<file path="src/rtl/rx_filt_pkg.sv">
`timescale 1ns/1ps
package rx_filt_pkg;
    localparam int FILT_ADDR_W = 48;
    localparam int FILT_IDX_W  = 6;
    localparam int FILT_TAB_W  = 1 << FILT_IDX_W;
    localparam int FILT_SLOTS  = 2;
    localparam int FILT_CTL_W  = 4;

    // control word bit positions
    localparam int CTL_SLOT0 = 0;
    localparam int CTL_INDIV = 2;
    localparam int CTL_BCAST = 3;

    typedef enum logic [2:0] {
        SEL_S0_LO = 3'd0,
        SEL_S0_HI = 3'd1,
        SEL_S1_LO = 3'd2,
        SEL_S1_HI = 3'd3,
        SEL_TAB_LO = 3'd4,
        SEL_TAB_HI = 3'd5,
        SEL_CTL   = 3'd6
    } cfg_sel_e;

    typedef struct packed {
        logic [FILT_SLOTS-1:0][FILT_ADDR_W-1:0] slot;
        logic [FILT_TAB_W-1:0]                  gtab;
        logic [FILT_CTL_W-1:0]                  ctrl;
    } filt_cfg_t;
endpackage

</file>
<file path="src/rtl/filt_cfg_regs.sv">
`timescale 1ns/1ps
module filt_cfg_regs
    import rx_filt_pkg::*;
#(
    parameter int DATA_W = 32
) (
    input  logic              clk,
    input  logic              rst_n,
    input  logic              wr_en,
    input  logic [2:0]        wr_sel,
    input  logic [DATA_W-1:0] wr_data,
    input  logic              load,
    output filt_cfg_t         snap
);
    localparam int HI_W = FILT_ADDR_W - DATA_W;

    logic [FILT_SLOTS-1:0][DATA_W-1:0] lo_q;
    logic [FILT_SLOTS-1:0][HI_W-1:0]   hi_q;
    logic [DATA_W-1:0]                 tlo_q, thi_q;
    logic [FILT_CTL_W-1:0]             ctl_q;
    filt_cfg_t                         live;

    always_ff @(posedge clk) begin
        if (!rst_n) begin
            lo_q  <= '0;
            hi_q  <= '0;
            tlo_q <= '0;
            thi_q <= '0;
            ctl_q <= '0;
        end else if (wr_en) begin
            unique case (cfg_sel_e'(wr_sel))
                SEL_S0_LO:  lo_q[0] <= wr_data;
                SEL_S0_HI:  hi_q[0] <= wr_data[HI_W-1:0];
                SEL_S1_LO:  lo_q[1] <= wr_data;
                SEL_S1_HI:  hi_q[1] <= wr_data[HI_W-1:0];
                SEL_TAB_LO: tlo_q   <= wr_data;
                SEL_TAB_HI: thi_q   <= wr_data;
                SEL_CTL:    ctl_q   <= wr_data[FILT_CTL_W-1:0];
                default:    ;
            endcase
        end
    end

    always_comb begin
        for (int s = 0; s < FILT_SLOTS; s++) begin
            live.slot[s] = {hi_q[s], lo_q[s]};
        end
        live.gtab = {thi_q, tlo_q};
        live.ctrl = ctl_q;
    end

    always_ff @(posedge clk) begin
        if (!rst_n)    snap <= '0;
        else if (load) snap <= live;
    end

    // working copy changes only on a frame start
    p_snap_hold_r8: assert property (@(posedge clk) disable iff (!rst_n)
        !load |=> $stable(snap));
endmodule

</file>
<file path="src/rtl/filt_hash.sv">
`timescale 1ns/1ps
module filt_hash
    import rx_filt_pkg::*;
#(
    parameter int ADDR_W = FILT_ADDR_W,
    parameter int IDX_W  = FILT_IDX_W
) (
    input  logic [ADDR_W-1:0]      addr,
    input  logic [(1<<IDX_W)-1:0]  gtab,
    input  logic                   indiv_en,
    output logic                   hash_hit
);
    localparam int NCH = ADDR_W / IDX_W;

    logic [NCH:0][IDX_W-1:0] fold;
    assign fold[0] = '0;

    for (genvar g = 0; g < NCH; g++) begin : g_fold
        assign fold[g+1] = fold[g] ^ addr[g*IDX_W +: IDX_W];
    end

    assign hash_hit = (addr[0] | indiv_en) & gtab[fold[NCH]];
endmodule

</file>
<file path="src/rtl/filt_match.sv">
`timescale 1ns/1ps
module filt_match
    import rx_filt_pkg::*;
(
    input  logic [FILT_ADDR_W-1:0] addr,
    input  filt_cfg_t              cfg,
    output logic                   exact_hit
);
    logic [FILT_SLOTS-1:0] slot_hit;

    for (genvar s = 0; s < FILT_SLOTS; s++) begin : g_slot
        assign slot_hit[s] = cfg.ctrl[CTL_SLOT0 + s] && (addr == cfg.slot[s]);
    end

    assign exact_hit = (|slot_hit) | (cfg.ctrl[CTL_BCAST] & (&addr));
endmodule

</file>
<file path="src/rtl/rx_addr_filter.sv">
`timescale 1ns/1ps
module rx_addr_filter
    import rx_filt_pkg::*;
#(
    parameter int LEN_W   = 16,
    parameter int MIN_LEN = 12,
    parameter int DATA_W  = 32
) (
    input  logic              clk,
    input  logic              rst_n,
    input  logic              cfg_wr_en,
    input  logic [2:0]        cfg_wr_sel,
    input  logic [DATA_W-1:0] cfg_wr_data,
    input  logic              rx_beat,
    input  logic              rx_sof,
    input  logic [LEN_W-1:0]  rx_len,
    input  logic [7:0]        rx_byte,
    output logic              flt_valid,
    output logic              flt_accept
);
    localparam int NB    = FILT_ADDR_W / 8;
    localparam int CNT_W = $clog2(NB);

    typedef enum logic {S_IDLE, S_HDR} st_e;

    st_e                   st_q, st_d;
    logic [CNT_W-1:0]      cnt_q, cnt_d;
    logic [FILT_ADDR_W-1:0] addr_q, addr_d;
    logic                  len_ok_q;
    logic                  start, last_beat;
    logic                  exact_hit, hash_hit;
    filt_cfg_t             cfg_act;

    assign start     = rx_beat && rx_sof;
    assign last_beat = rx_beat && !rx_sof && (st_q == S_HDR) &&
                       (cnt_q == CNT_W'(NB-1));

    filt_cfg_regs #(.DATA_W(DATA_W)) u_cfg (
        .clk(clk), .rst_n(rst_n), .wr_en(cfg_wr_en), .wr_sel(cfg_wr_sel),
        .wr_data(cfg_wr_data), .load(start), .snap(cfg_act)
    );

    filt_match u_match (.addr(addr_d), .cfg(cfg_act), .exact_hit(exact_hit));

    filt_hash u_hash (
        .addr(addr_d), .gtab(cfg_act.gtab),
        .indiv_en(cfg_act.ctrl[CTL_INDIV]), .hash_hit(hash_hit)
    );

    // next-state and address assembly
    always_comb begin
        st_d   = st_q;
        cnt_d  = cnt_q;
        addr_d = addr_q;
        unique case (st_q)
            S_IDLE: begin
                if (start) begin
                    st_d        = S_HDR;
                    cnt_d       = CNT_W'(1);
                    addr_d      = '0;
                    addr_d[7:0] = rx_byte;
                end
            end
            S_HDR: begin
                if (start) begin
                    cnt_d       = CNT_W'(1);
                    addr_d      = '0;
                    addr_d[7:0] = rx_byte;
                end else if (rx_beat) begin
                    addr_d[{cnt_q, 3'b000} +: 8] = rx_byte;
                    if (last_beat) begin
                        st_d  = S_IDLE;
                        cnt_d = '0;
                    end else begin
                        cnt_d = cnt_q + CNT_W'(1);
                    end
                end
            end
            default: st_d = S_IDLE;
        endcase
    end

    // state register
    always_ff @(posedge clk) begin
        if (!rst_n) begin
            st_q     <= S_IDLE;
            cnt_q    <= '0;
            addr_q   <= '0;
            len_ok_q <= 1'b0;
        end else begin
            st_q   <= st_d;
            cnt_q  <= cnt_d;
            addr_q <= addr_d;
            if (start) len_ok_q <= (rx_len >= LEN_W'(MIN_LEN));
        end
    end

    // outputs
    always_ff @(posedge clk) begin
        if (!rst_n) begin
            flt_valid  <= 1'b0;
            flt_accept <= 1'b0;
        end else begin
            flt_valid  <= last_beat;
            flt_accept <= last_beat & len_ok_q & (exact_hit | hash_hit);
        end
    end

    p_valid_after_last_r7: assert property (@(posedge clk) disable iff (!rst_n)
        last_beat |=> flt_valid);
    p_single_pulse_r7: assert property (@(posedge clk) disable iff (!rst_n)
        flt_valid |=> !flt_valid);
    p_accept_qualified_r7: assert property (@(posedge clk) disable iff (!rst_n)
        flt_accept |-> flt_valid);
    p_short_drop_r6: assert property (@(posedge clk) disable iff (!rst_n)
        (last_beat && !len_ok_q) |=> !flt_accept);
    p_bcast_accept_r3: assert property (@(posedge clk) disable iff (!rst_n)
        (last_beat && len_ok_q && cfg_act.ctrl[CTL_BCAST] && (&addr_d)) |=> flt_accept);
    p_slot0_accept_r1: assert property (@(posedge clk) disable iff (!rst_n)
        (last_beat && len_ok_q && cfg_act.ctrl[CTL_SLOT0] &&
         (addr_d == cfg_act.slot[0])) |=> flt_accept);
endmodule

</file>
<file path="config.mk">
export PLATFORM = sky130hd
export DESIGN_NAME = rx_addr_filter
export DESIGN_NICKNAME = d
export VERILOG_FILES = /design/src/rtl/rx_filt_pkg.sv /design/src/rtl/filt_cfg_regs.sv /design/src/rtl/filt_hash.sv /design/src/rtl/filt_match.sv /design/src/rtl/rx_addr_filter.sv
export SDC_FILE = /design/constraint.sdc
export NUM_CORES = 1
export LEC_CHECK = 0
export BUFFER_PORTS_ARGS = -buffer_cell sky130_fd_sc_hd__buf_2
export CAP_MARGIN = 20
export CORE_ASPECT_RATIO = 1.75
export CORE_MARGIN = 3
export CORE_UTILIZATION = 35
export CTS_CLUSTER_SIZE = 30
export DETAILED_ROUTE_END_ITERATION = 8
export GPL_TIMING_DRIVEN = 0
export PLACE_DENSITY_LB_ADDON = 0.12
export SLEW_MARGIN = 20
export SYNTH_ARGS = -nofsm -noshare
export SYNTH_HDL_FRONTEND = slang
export SYNTH_SLANG_ARGS = --single-unit
</file>
<file path="constraint.sdc">
create_clock -name clk -period 3.65 [get_ports clk]
set_input_delay 0.5475 -clock clk [delete_from_list [all_inputs] [get_ports clk]]
set_output_delay 0.5475 -clock clk [all_outputs]
set_load 0.05 [all_outputs]
</file>
# Word-level counts from Yosys, hierarchy flattened
# Index checks and enable logic that the tools add are counted.
# word_totals
ff_bits	383
inputBits	64
wordCells	84
# op_classes
add_sub_neg	2
n_lt_le_gt_ge	2
n_eq_ne	11
shifts	2
n_mux	17
n_bitwise	15
reduce_logical	18
# op_table
cell	count
48-bit 2-to-1 mux	3
48-bit == test	2
48-bit one-hot mux with 2 select lines	1
48-bit bitwise mux	1
48-bit AND reduction	1
8-bit by 8-bit variable shift with 48-bit output, first input constant	1
8-bit by 8-bit indexed part select with 48-bit output	1
6-bit XOR	7
16-bit by 4-bit >= comparator with 1-bit output, second input constant	1
2-bit AND reduction	8
3-bit == test, second input constant	4
3-bit 2-to-1 mux	4
6-bit negator with 8-bit output	1
6-bit by 7-bit < comparator with 1-bit output, second input constant	1
1-bit binary-select mux with 6-bit select	1
3-bit by 2-bit == test with 1-bit output, second input constant	2
1-bit logical AND	6
3-bit one-hot mux with 2 select lines	1
1-bit 2-to-1 mux	5
1-bit AND	4
3-bit by 1-bit adder with 3-bit output, second input constant	1
3-bit by 1-bit == test with 1-bit output, second input constant	1
3-bit zero test	1
3-bit by 2-bit inequality test with 1-bit output, second input constant	1
other kinds (6)	8

# Longest topological paths before layout
# Gate-level depths: netlist (run 1).
# logic_depth
depth_word	18
depth_mapped	18
mapped_depth_nobuf	15

# Cells and area by module
# A second synthesis (run 1) with hierarchy kept.
# unflattened
cells_unflattened	1675
area_unflattened_um2	17344.1
# by_module_without_submodules
module	n_inst	cells_per_inst	area_each_um2	seq_area_each_um2
filt_cfg_regs	1	1100	12089.1	6566.3
rx_addr_filter	1	321	3024.2	1101.1
filt_match	1	167	1206.2	0.0
filt_hash	1	87	1024.7	0.0

# Worst setup path after synthesis (run 1)
# Ideal clock, no wire load.
# synth_timing
kind	register to register
startpoint	reg cnt_q[0]
endpoint	reg flt_accept
setup_time_ns	0.126
arrival_ns	3.858
path_slack_ns	-0.334
stages_incl_launch_ff	18
period_less_slack_ns	3.984
cell_sequence	dfxtp_1 -> inv_1 -> ha_1 -> ha_1 -> and4b_1 -> and4_1 -> buf_2 -> mux2i_2 -> xnor2_1 -> and4_1 -> a211oi_2 -> xnor2_2 -> buf_4 -> mux4_2 -> mux2i_1 -> nand2_1 -> o2111ai_1 -> nand3_1
# synth_via
elab_chain_len	18
# synth_lines
element	line_no	rtl
start: declaration	rx_addr_filter.sv:27	logic [CNT_W-1:0] cnt_q, cnt_d;
start signal: assignment	rx_addr_filter.sv:92	cnt_q <= cnt_d;
6-bit negator with 8-bit output	rx_addr_filter.sv:70	addr_d[{cnt_q, 3'b000} +: 8] = rx_byte;
8-bit by 8-bit indexed part select with 48-bit output or 8-bit by 8-bit variable shift with 48-bit output (tied branches)	rx_addr_filter.sv:70	
48-bit bitwise mux	rx_addr_filter.sv:70	
48-bit 2-to-1 mux	rx_addr_filter.sv:69	end else if (rx_beat) begin
48-bit 2-to-1 mux	rx_addr_filter.sv:65	if (start) begin
48-bit one-hot mux with 2 select lines	rx_addr_filter.sv:55	unique case (st_q)
6-bit XOR (7 in a row)	filt_hash.sv:19	assign fold[g+1] = fold[g] ^ addr[g*IDX_W +: IDX_W];
1-bit binary-select mux with 6-bit select	filt_hash.sv:22	assign hash_hit = (addr[0] | indiv_en) & gtab[fold[NCH]];
1-bit 2-to-1 mux (implied by the code)	filt_hash.sv:22	
1-bit AND	filt_hash.sv:22	
1-bit bitwise OR	rx_addr_filter.sv:105	flt_accept <= last_beat & len_ok_q & (exact_hit | hash_hit);
1-bit AND (*)	rx_addr_filter.sv:105	
end signal: assignment	rx_addr_filter.sv:105	
end: declaration	rx_addr_filter.sv:19	output logic flt_accept
# Every way passes the cells marked *; elsewhere a longest branch is shown, timed or not. The select of a mux whose other input is x is not followed.
# A chain may end at the register's enable or synchronous reset.

# Final worst setup path (run 1)
# Same ends and word-level chain as after synthesis.

==> results.sh, run 1 <==
export IMPL_holdCritStartpoint="cfg_wr_data[31]"
export IMPL_grt_max_degree=16
export IMPL_p_seq_share_pct=46.5
export IMPL_violations="setup timing"
export IMPL_synth_compound_area_share_pct=12.7
export IMPL_synth_top_family_by_area="simple AND/OR/NAND/NOR gates"
export IMPL_gr_total_overflow=0
export IMPL_synth_mux_area_share_pct=5.54
export IMPL_worst_setup_path_end_kind="flip-flop"
export IMPL_arrival_ns=4.43
export IMPL_drt_iter0_drc=673
export IMPL_crit_type="flip-flop to flip-flop"
export IMPL_finalClockSkew_ns=0.0147
export IMPL_ys_flop_type="dfxtp_1"
export IMPL_viasPerCell=5.12
export IMPL_start_util_pct=35.5
export IMPL_grt_usage_pct=24.6
export IMPL_hpwlAfterDp_um=47300
export IMPL_synth_top_cell_area_share_pct=47.7
export IMPL_die_h_um=290
export IMPL_hold_viol=0
export IMPL_rr_worst_depth=16
export IMPL_synth_common_cells="673 x nand2_1, 383 x dfxtp_1, 334 x a21oi_1, 121 x clkbuf_1, 76 x xnor2_1"
export IMPL_dieArea_um2=48600
export IMPL_reg2reg_to="flt_accept"
export IMPL_clkLatencyLatePin_ns=0.54
export IMPL_yosys_warnings=0
export IMPL_row_count=103
export IMPL_cts_sinks=383
export IMPL_maxSlewViolCount=0
export IMPL_cts_tree="yes"
export IMPL_grt_pass1_vias=13900
export IMPL_routed_wl_um=60800
export IMPL_p_comb_share_pct=9.0
export IMPL_hold_path_cell_count=3
export IMPL_fin_nets=2187
export IMPL_syn_area_um2=16100
export IMPL_cts_root_buffer="clkbuf_16"
export IMPL_vias=13900
export IMPL_synthCells=1994
export IMPL_ys_ff_latch=383
export IMPL_cap_violations=0
export IMPL_seq_area_um2=7670
export IMPL_synth_area_leader_cell="dfxtp_1"
export IMPL_fin_ws_ns=-0.402
export IMPL_multi_input_area_um2=8250
export IMPL_ys_types=64
export IMPL_drc_errors=0
export IMPL_min_to="u_cfg.thi_q[31]"
export IMPL_leakagePower_nw=6.79
export IMPL_synthAdderAreaFrac_pct=0.311
export IMPL_synth_edff_count=0
export IMPL_hp_class="input port to flip-flop"
export IMPL_path_max_fanout=10
export IMPL_crit_required_ns=4.02
export IMPL_antenna_found_initial=1
export IMPL_relSlewSlack_pct=25.8
export IMPL_cts_buffers=38
export IMPL_yosysMostFrequentCell="nand2_1"
export IMPL_syn_nets=2062
export IMPL_syn_area_per_cell_um2=8.06
export IMPL_max_freq_mhz=247
export IMPL_drtPass1Iterations=5
export IMPL_vdd_drop_max_v=0.000343
export IMPL_dp_cells=2630
export IMPL_p_switching_mw=2.30
export IMPL_fin_tns_setup_ns=-0.402
export IMPL_startpoint_type="flip-flop"
export IMPL_async_flop_share_pct=0
export IMPL_ctsHoldBuffers=0
export IMPL_ctsHtreeMaxLevel=2
export IMPL_fill_cells=4694
export IMPL_synthXorXnorAreaFrac_pct=7.85
export IMPL_ys_seq_area_share_pct=47.7
export IMPL_yosys_area_share_simple_pct=22.5
export IMPL_port_buffers=58
export IMPL_io_pins=66
export IMPL_drive_gt1_share_pct=11.3
export IMPL_die_x_um=168
export IMPL_fin_cells=2723
export IMPL_reg2reg_slack_ns=-0.40
export IMPL_tightest_slew_ns=1.11
export IMPL_swShare_pct=25.0
export IMPL_run_status="finished, violations left"
export IMPL_clkPwrFrac_pct=44.5
export IMPL_min_period_over_period_pct=111
export IMPL_clkTransAtPathRegs_ns=0.07
export IMPL_p_int_mw=6.90
export IMPL_final_min_clock_period_ns=4.05
export IMPL_post_drt_wl_per_cell_um=22.3
export IMPL_powerDensity_nw_per_um2=481
export IMPL_clockBufferDepth=3
export IMPL_timing_rr_start="cnt_q[0]"
export IMPL_final_setup_viol_count=1
export IMPL_n_antenna_cell=0
export IMPL_core_area_um2=45200
export IMPL_gp_congestion=0.958
export IMPL_rsz0062_at_grt="true"
export IMPL_grt_pass1_wl_um=88800
export IMPL_syn_to_final_growth_pct=18.9
export IMPL_ant_nets=0
export IMPL_yosys_top_cells_area="dfxtp_1 48%, nand2_1 16%, a21oi_1 10%"
-- power groups by stage --
stage | Sequential (mW) | Combinational (mW) | Clock (mW)
after floorplan | 4.35 | 0.407 | 0
after global placement | 4.37 | 0.702 | 0
after detailed placement | 4.37 | 0.707 | 0
after CTS | 4.27 | 0.785 | 4.17
after global routing | 4.28 | 0.877 | 4.32
final | 4.27 | 0.828 | 4.09
-- final cells by class --
type / count / area share (%)
buffer: 129 / 3.00
sequential: 383 / 40.1
tap: 577 / 3.78
inverter: 5 / 0.111
timing repair buffer: 87 / 3.08
clock buffer: 51 / 5.87
multi-input combinational: 1475 / 43.2
clock inverter: 16 / 0.864
-- sequential cells by signal (all words and copies together), names as in the netlist --
signal	count
u_cfg.hi_q	32
cnt_q	3
u_cfg.tlo_q	32
u_cfg.ctl_q	4
u_cfg.live	64
flt_accept	1
st_q	1
flt_valid	1
u_cfg.thi_q	32
len_ok_q	1
addr_q	48
u_cfg.snap	164
-- stage by stage --
| stage | cell area [um^2] | worst slack [ns] | hold slack [ns] | utilization (%) | power, mW |
|---|---|---|---|---|---|
| final | 19100 | -0.402 | 0.303 | 42.3 | 9.19 |
| after CTS | 18800 | -0.463 | 0.278 | 41.6 | 9.23 |
| after floorplan | 16200 | 0.00128 | 0.431 | - | 4.76 |
| after detailed placement | 17200 | -1.17 | 0.442 | 38.0 | 5.08 |
| after global placement | 17200 | -1.19 | 0.437 | 38.0 | 5.07 |
| after global routing | 19100 | -0.424 | 0.288 | 42.3 | 9.48 |
-- critical path: stages, from the launching register on --
cell and delay (ns):
dfxtp_4 0.38, inv_4 0.04, ha_4 0.25, or2_4 0.26
o41a_1 0.52, buf_4 0.19, mux2i_4 0.20, xor2_1 0.22
xnor2_2 0.44, xnor2_4 0.18, buf_12 0.14, buf_12 0.14
mux4_2 0.33, mux2i_4 0.23, nand2_1 0.09, o2111ai_1 0.09
nand3_1 0.15
-- how the worst max path moves through the flow --
| stage | from | end | slack [ns] | cells past startpoint |
|---|---|---|---|---|
| after floorplan | cnt_q[0] | flt_accept | 0.001 | 16 |
| after global placement | rx_beat | flt_accept | -1.19 | 16 |
| after detailed placement | rx_beat | flt_accept | -1.17 | 16 |
| after CTS | cnt_q[0] | flt_accept | -0.46 | 17 |
| after global routing | cnt_q[0] | flt_accept | -0.42 | 17 |
| final | cnt_q[0] | flt_accept | -0.40 | 16 |
-- placed cells by master (no fill, tap or decap), types with 10 or more instances in the layout --
| master | n |
|---|---|
| clkinv_2 | 10 |
| nand2_1 | 672 |
| clkbuf_16 | 40 |
| mux2i_1 | 50 |
| dfxtp_1 | 380 |
| a21oi_1 | 332 |
| nand3_1 | 19 |
| buf_4 | 21 |
| a22o_1 | 12 |
| mux2i_4 | 10 |
| clkbuf_1 | 119 |
| buf_2 | 60 |
| xnor2_1 | 70 |
| xor2_1 | 54 |
| nor2_1 | 57 |
| nor3_1 | 24 |
| and2_1 | 18 |
| nor4_1 | 19 |
| nand4_1 | 21 |
-- cells by family (layout without fill, tap and decap cells) --
logic type,count (synthesis),in the layout
AOI/OAI and AO/OA,382,382
and+or+nand+nor,872,872
buffers and inverters,136,288
DFF,383,383
xor gates and xnor gates,137,137
adders and majority gates,4,4
muxes,80,80
-- repair_timing --
action	CTS	global route
setup endpoints to repair	1	11
gates cloned	1	0
buffers inserted	18	9
pin swaps	18	14
gates resized for setup	37	50
-- metal layers --
metal | share of wire, % | GRT usage (%) | up-vias
met5 | 0.012 | 0 | -
met4 | 7.3 | 15.2 | 2
met3 | 3.2 | 2.86 | 153
met2 | 54 | 48.0 | 329
met1 | 35 | 24.4 | 6616
li1 | - | - | 6848
Note: power is estimated with default switching activity, not from simulation.
==> inputs of run 2 (changes only) <==
- CELL_PAD_IN_SITES_DETAIL_PLACEMENT: not set -> 2
- CELL_PAD_IN_SITES_GLOBAL_PLACEMENT: not set -> 2
- CORE_UTILIZATION: 35 -> 34
==> run 2 against run 1 <==
  * The flow still finishes with violations (setup timing)
  * Setup slack worse by 0.057 ns
  * Critical path depth stayed put
  * First-iteration DRC count is 8.2% lower
  * Combinational power is 2% higher
  * Cell area is 0.22% higher
  * Die area is 2.9% higher
  * Hold slack worse by 0.0082 ns
  * Clock skew is 0.0077 ns higher
  * Register-to-register slack worse by 0.06 ns
  * Clock power is 5.9% higher
  * Maximum frequency is 1.4% lower
  * Utilization is 0.90 points lower
==> results.sh, run 2 (synthesis gave the netlist of run 1 again) <==
export IMPL_run_status="finished, violations left"
export IMPL_violations="setup timing"
export IMPL_holdCritStartpoint="cfg_wr_data[22]"
export IMPL_leakagePower_nw=6.79
export IMPL_arrival_ns=4.51
export IMPL_fin_tns_setup_ns=-0.459
export IMPL_maxSlewViolCount=0
export IMPL_worst_path_max_delay_cell="or4_4"
export IMPL_viasPerCell=5.34
export IMPL_antenna_found_initial=0
export IMPL_final_min_clock_period_ns=4.11
export IMPL_worst_setup_path_end_kind="flip-flop"
export IMPL_hp_class="input port to flip-flop"
export IMPL_startpoint_type="flip-flop"
export IMPL_cts_sinks=383
export IMPL_die_h_um=294
export IMPL_clockBufferDepth=3
export IMPL_crit_start="cnt_q[1]"
export IMPL_crit_required_ns=4.05
export IMPL_vdd_drop_max_v=0.000388
export IMPL_path_cells="inv_2, ha_4, ha_4, or4_4, and2_4, clkbuf_4, a22o_4, xor2_4, xnor2_4, xnor2_4, buf_6, mux2_2, a2bb2oi_1, o211a_1, o211ai_1, nand3_1"
export IMPL_grt_max_degree=15
export IMPL_power_mw=9.46
export IMPL_drtPass1Iterations=5
export IMPL_clkTransAtPathRegs_ns=0.06
export IMPL_cts_root_buffer="clkbuf_16"
export IMPL_cts_buffers=39
export IMPL_die_x_um=170
export IMPL_n_antenna_cell=0
export IMPL_cpPeakStageDelay_ns=0.62
export IMPL_core_area_um2=46300
export IMPL_relSlewSlack_pct=29.2
export IMPL_gr_total_overflow=0
export IMPL_post_place_ws_ns=-1.46
export IMPL_min_period_over_period_pct=113
export IMPL_routed_wl_um=70000
export IMPL_crit_type="flip-flop to flip-flop"
export IMPL_row_count=104
export IMPL_cts_tree="yes"
export IMPL_dieArea_um2=50000
export IMPL_finalClockSkew_ns=0.0225
export IMPL_mostFrequentLayoutCells="672 x nand2_1, 379 x dfxtp_1, 332 x a21oi_1"
export IMPL_powerDensity_nw_per_um2=493
export IMPL_drt_iter0_drc=618
export IMPL_drive_gt1_share_pct=11.4
export IMPL_ctsHtreeMaxLevel=2
export IMPL_clkLatencyLatePin_ns=0.56
export IMPL_top_register="u_cfg.snap"
export IMPL_grt_usage_pct=27.8
export IMPL_hpwlAfterDp_um=53900
export IMPL_max_freq_mhz=243
export IMPL_cp_top_family="simple AND/OR/NAND/NOR gates"
export IMPL_rsz0062_at_grt="true"
export IMPL_fin_ws_ns=-0.459
export IMPL_layout_commonest_cell="nand2_1"
export IMPL_syn_to_final_growth_pct=19.2
export IMPL_path_max_fanout=7
export IMPL_fin_nets=2186
export IMPL_seq_area_um2=7670
export IMPL_fin_cells=2729
export IMPL_start_util_pct=34.7
export IMPL_timing_rr_start="cnt_q[1]"
export IMPL_io_pins=66
export IMPL_dp_cells=2635
export IMPL_grt_pass1_wl_um=103000
export IMPL_final_setup_viol_count=1
export IMPL_fill_cells=5269
export IMPL_hold_viol=0
export IMPL_drc_errors=0
export IMPL_tightest_slew_ns=1.06
export IMPL_grt_pass1_vias=16200
export IMPL_vias=14600
export IMPL_ctsHoldBuffers=0
export IMPL_gp_congestion=0.929
export IMPL_multi_input_area_um2=8240
export IMPL_ant_nets=0
export IMPL_post_drt_wl_per_cell_um=25.7
export IMPL_cap_violations=0
export IMPL_cp_num_buf_inv=3
export IMPL_largest_register_ffs=164
export IMPL_port_buffers=58
## run 2: routing by layer
layer  up-vias  global-route usage, %  part of all wire [%]
li1       6858                      -                     -
met3       159                   2.90                   2.4
met5         -                      0                     0
met4         0                   16.6                   7.0
met1      7297                   26.9                    34
met2       248                   55.0                    56
## run 2: area by class of cell
class / instances / share of cell area, %
multi-input cells: 1475 / 43.0
clock buffers: 59 / 6.22
plain buffers: 130 / 3.02
inverters: 5 / 0.111
clock inverters: 10 / 0.895
repair buffers: 84 / 2.89
flip-flops and latches: 383 / 40.1
well taps: 583 / 3.81
## run 2: path summary, 6_finish.rpt
path / end / slack [ns] / depth (start not counted)
hold reg to reg: u_cfg.snap[112] / 0.44 / 2
setup reg to reg: flt_accept / -0.46 / 16
setup / recovery: flt_accept / -0.46 / 16
hold / removal: u_cfg.live[138] / 0.29 / 3
## run 2: power breakdown
part	total, mW	leakage (nW)	switching, mW	internal [mW]
Sequential	4.28	3.09	0.0403	4.24
Clock	4.33	0.673	1.79	2.55
Combinational	0.846	3.03	0.572	0.274
Total	9.46	6.79	2.40	7.06
## run 2: timing repair
action | in CTS | in global routing
buffers inserted | 21 | 4
gates resized for setup | 54 | 28
pin swaps | 19 | 10
cloned | 1 | 0
endpoints found under the setup margin | 44 | 151
## run 2: through the flow
step / hold slack [ns] / utilization [%] / area (um^2)
floorplan: 0.431 / - / 16200
global placement: 0.437 / 37.1 / 17200
detailed placement: 0.447 / 37.1 / 17200
CTS: 0.269 / 41.0 / 19000
global route: 0.294 / 41.4 / 19200
finish: 0.295 / 41.4 / 19200
## run 2: tightest hold or removal path: cells and delay by family
kind                   cells  cell delay [ns]
AND/OR/NAND/NOR            1             0.06
AO/OA/AOI/OAI              1             0.05
buffers and inverters      1             0.14
==> inputs of run 3 (changes only) <==
- CORE_UTILIZATION: 34 -> 35
- SYNTH_HIERARCHICAL: not set -> 1
==> run 3 against run 2 <==
  * The flow still finishes with violations (setup timing)
  * Cell area rose by 6.4%
  * Sequential power is essentially flat
  * Sequential cell count unchanged
  * Via count shrank 9.8%
  * Hold slack better by 0.050 ns
==> results.sh, run 3 <==
export IMPL_row_count=107
export IMPL_synth_top_cell_area_share_pct=44.2
export IMPL_syn_area_per_cell_um2=10.4
export IMPL_seq_area_um2=7670
export IMPL_timing_rr_start="cnt_q[0]"
export IMPL_path_cells="buf_6, inv_8, ha_4, ha_4, nor4b_4, a31oi_4, mux2_2, xnor2_4, xnor2_4, xnor2_4, buf_12, mux4_1, mux2i_2, nor2_1, a221oi_4, a211oi_4, o21ai_4, nor3_2"
export IMPL_worst_path_max_delay_cell="mux4_1"
export IMPL_stdcell_area_um2=20400
export IMPL_fill_cells=5235
export IMPL_crit_required_ns=4.07
export IMPL_synthCells=1675
export IMPL_hpwlAfterDp_um=50400
export IMPL_n_antenna_cell=0
export IMPL_final_min_clock_period_ns=4.59
export IMPL_routed_wl_um=65500
export IMPL_antenna_found_initial=0
export IMPL_fin_tns_setup_ns=-0.944
export IMPL_holdCritStartpoint="cfg_wr_data[25]"
export IMPL_startpoint_type="flip-flop"
export IMPL_clockBufferDepth=3
export IMPL_yosys_top_cells_area="dfxtp_1 44%, mux2i_1 20%, nor2b_1 6.0%"
export IMPL_run_status="finished, violations left"
export IMPL_rr_worst_depth=18
export IMPL_drc_errors=0
export IMPL_violations="setup timing"
export IMPL_multi_input_area_um2=9350
export IMPL_ant_nets=0
export IMPL_reg2reg_to="flt_accept"
export IMPL_async_flop_share_pct=0
export IMPL_max_freq_mhz=218
export IMPL_crit_type="flip-flop to flip-flop"
export IMPL_fin_ws_ns=-0.944
export IMPL_die_h_um=300
export IMPL_viasPerCell=5.29
export IMPL_path_max_fanout=7
export IMPL_gr_total_overflow=0
export IMPL_path_common_cell="xnor2_4"
export IMPL_synth_area_leader_cell="dfxtp_1"
export IMPL_fin_nets=1868
export IMPL_cts_buffers=41
export IMPL_hp_class="input port to flip-flop"
export IMPL_grt_max_degree=14
export IMPL_min_period_over_period_pct=126
export IMPL_min_to="u_cfg/thi_q[25]"
export IMPL_finalClockSkew_ns=0.0140
export IMPL_drt_iter0_drc=452
export IMPL_top_register="u_cfg/snap"
export IMPL_grt_usage_pct=24.7
export IMPL_cts_tree="yes"
export IMPL_rsz0062_at_grt="true"
export IMPL_post_drt_wl_per_cell_um=26.4
export IMPL_ys_types=75
export IMPL_crit_start="cnt_q[0]"
export IMPL_cap_violations=0
export IMPL_final_setup_viol_count=1
export IMPL_tightest_slew_ns=0.903
export IMPL_drive_gt1_share_pct=15.3
export IMPL_relSlewSlack_pct=39.3
export IMPL_core_area_um2=48900
export IMPL_die_x_um=174
export IMPL_port_buffers=55
export IMPL_ys_seq_area_share_pct=44.2
export IMPL_cp_top_family="multiplexers"
export IMPL_maxSlewViolCount=0
export IMPL_synth_edff_count=0
export IMPL_ys_flop_type="dfxtp_1"
export IMPL_vias=13100
export IMPL_yosys_warnings=6
export IMPL_syn_nets=1746
export IMPL_dp_cells=2384
export IMPL_clkLatencyLatePin_ns=0.55
export IMPL_powerDensity_nw_per_um2=463
export IMPL_leakagePower_nw=8.06
export IMPL_hold_viol=0
export IMPL_largest_register_ffs=164
export IMPL_io_pins=66
export IMPL_ctsHtreeMaxLevel=2
export IMPL_power_mw=9.44
export IMPL_synth_common_cells="383 x dfxtp_1, 348 x mux2i_1, 236 x nand2_1, 165 x nor2b_1, 77 x xnor2_1"
export IMPL_cts_sinks=383
export IMPL_syn_area_um2=17300
export IMPL_yosysMostFrequentCell="dfxtp_1"
export IMPL_layout_commonest_cell="dfxtp_1"
export IMPL_cpPeakStageDelay_ns=0.60
export IMPL_syn_to_final_growth_pct=17.6
export IMPL_hold_path_cell_count=3
export IMPL_worst_setup_path_end_kind="flip-flop"
export IMPL_grt_pass1_wl_um=96700
export IMPL_cts_root_buffer="clkbuf_16"
export IMPL_gp_congestion=0.895
export IMPL_start_util_pct=35.5
export IMPL_clkTransAtPathRegs_ns=0.06
export IMPL_arrival_ns=5.01
export IMPL_vdd_drop_max_v=0.000314
export IMPL_dieArea_um2=52400
export IMPL_place_area_um2=18600
export IMPL_grt_pass1_vias=14800
export IMPL_drtPass1Iterations=4
export IMPL_cp_num_buf_inv=3
export IMPL_reg2reg_slack_ns=-0.94
export IMPL_ys_ff_latch=383
export IMPL_fin_cells=2482
export IMPL_mostFrequentLayoutCells="381 x dfxtp_1, 344 x mux2i_1, 235 x nand2_1"
## run 3: cell types whose count changed after synthesis, sizes merged, moves of 14 or more
cell / previous run / this run
nor2b: 5 / 165
clkbuf: 121 / 45
a22o: 14 / 29
nor3: 26 / 11
o22ai: 2 / 16
nor2: 62 / 10
a21oi: 334 / 7
buf: 10 / 64
inv: 5 / 27
mux2i: 65 / 348
nand2: 674 / 236
and2: 19 / 2
xor2: 55 / 38
## run 3: routing by layer
metal | routed length [um] | GRT usage, % | up-vias
li1 | - | - | 6071
met1 | 23000 | 24.4 | 6730
met2 | 37500 | 50.7 | 212
met3 | 1530 | 2.27 | 118
met4 | 3400 | 11.1 | 0
met5 | 0 | 0 | -
## run 3: area by class of cell
class / instances / share of cell area [%]
plain buffers: 109 / 2.98
multi-input cells: 1155 / 45.8
inverters: 27 / 0.546
well taps: 654 / 4.01
clock buffers: 63 / 6.04
flip-flops and latches: 383 / 37.6
repair buffers: 80 / 2.37
clock inverters: 11 / 0.589
## run 3: power breakdown
group	internal [mW]	switching (mW)	total, mW
clock network	2.47	1.77	4.25
logic	0.348	0.566	0.914
registers	4.24	0.0397	4.28
## run 3: tightest hold or removal path, stage by stage
cell and delay, ns:
buf_2 0.08, nand2_1 0.09, mux2i_1 0.13
## run 3: cells by family after synthesis
family	after synthesis	share of synthesized area [%]
DFF	383	44.2
and+or+nand+nor	525	15.9
xor gates and xnor gates	118	6.15
adders and majority gates	7	0.505
AOI/OAI and AO/OA	134	6.68
muxes	371	22.7
buffers and inverters	137	3.85
## run 3: how the worst max path moves through the flow
stage | endpoint | slack, ns | cells past startpoint
after floorplan | flt_accept | -0.34 | 18
after global placement | flt_accept | -2.25 | 18
after detailed placement | flt_accept | -2.23 | 18
after CTS | flt_accept | -1.04 | 19
after global routing | flt_accept | -1.04 | 20
final | flt_accept | -0.94 | 18
## run 3: stage by stage
step	setup WS (ns)	util [%]	hold WS (ns)
after floorplan	-0.343	-	0.434
after global placement	-2.25	38.0	0.441
after detailed placement	-2.23	38.0	0.456
after CTS	-1.04	41.5	0.325
after global routing	-1.04	41.7	0.378
final	-0.944	41.7	0.345
## run 3: timing repair
| action | 4_1_cts | 5_1_grt |
|---|---|---|
| buffers inserted | 17 | 8 |
| hold buffers | 0 | 0 |
| pin swaps | 15 | 11 |
| setup endpoints to repair | 1 | 1 |
| resized for setup | 51 | 6 |
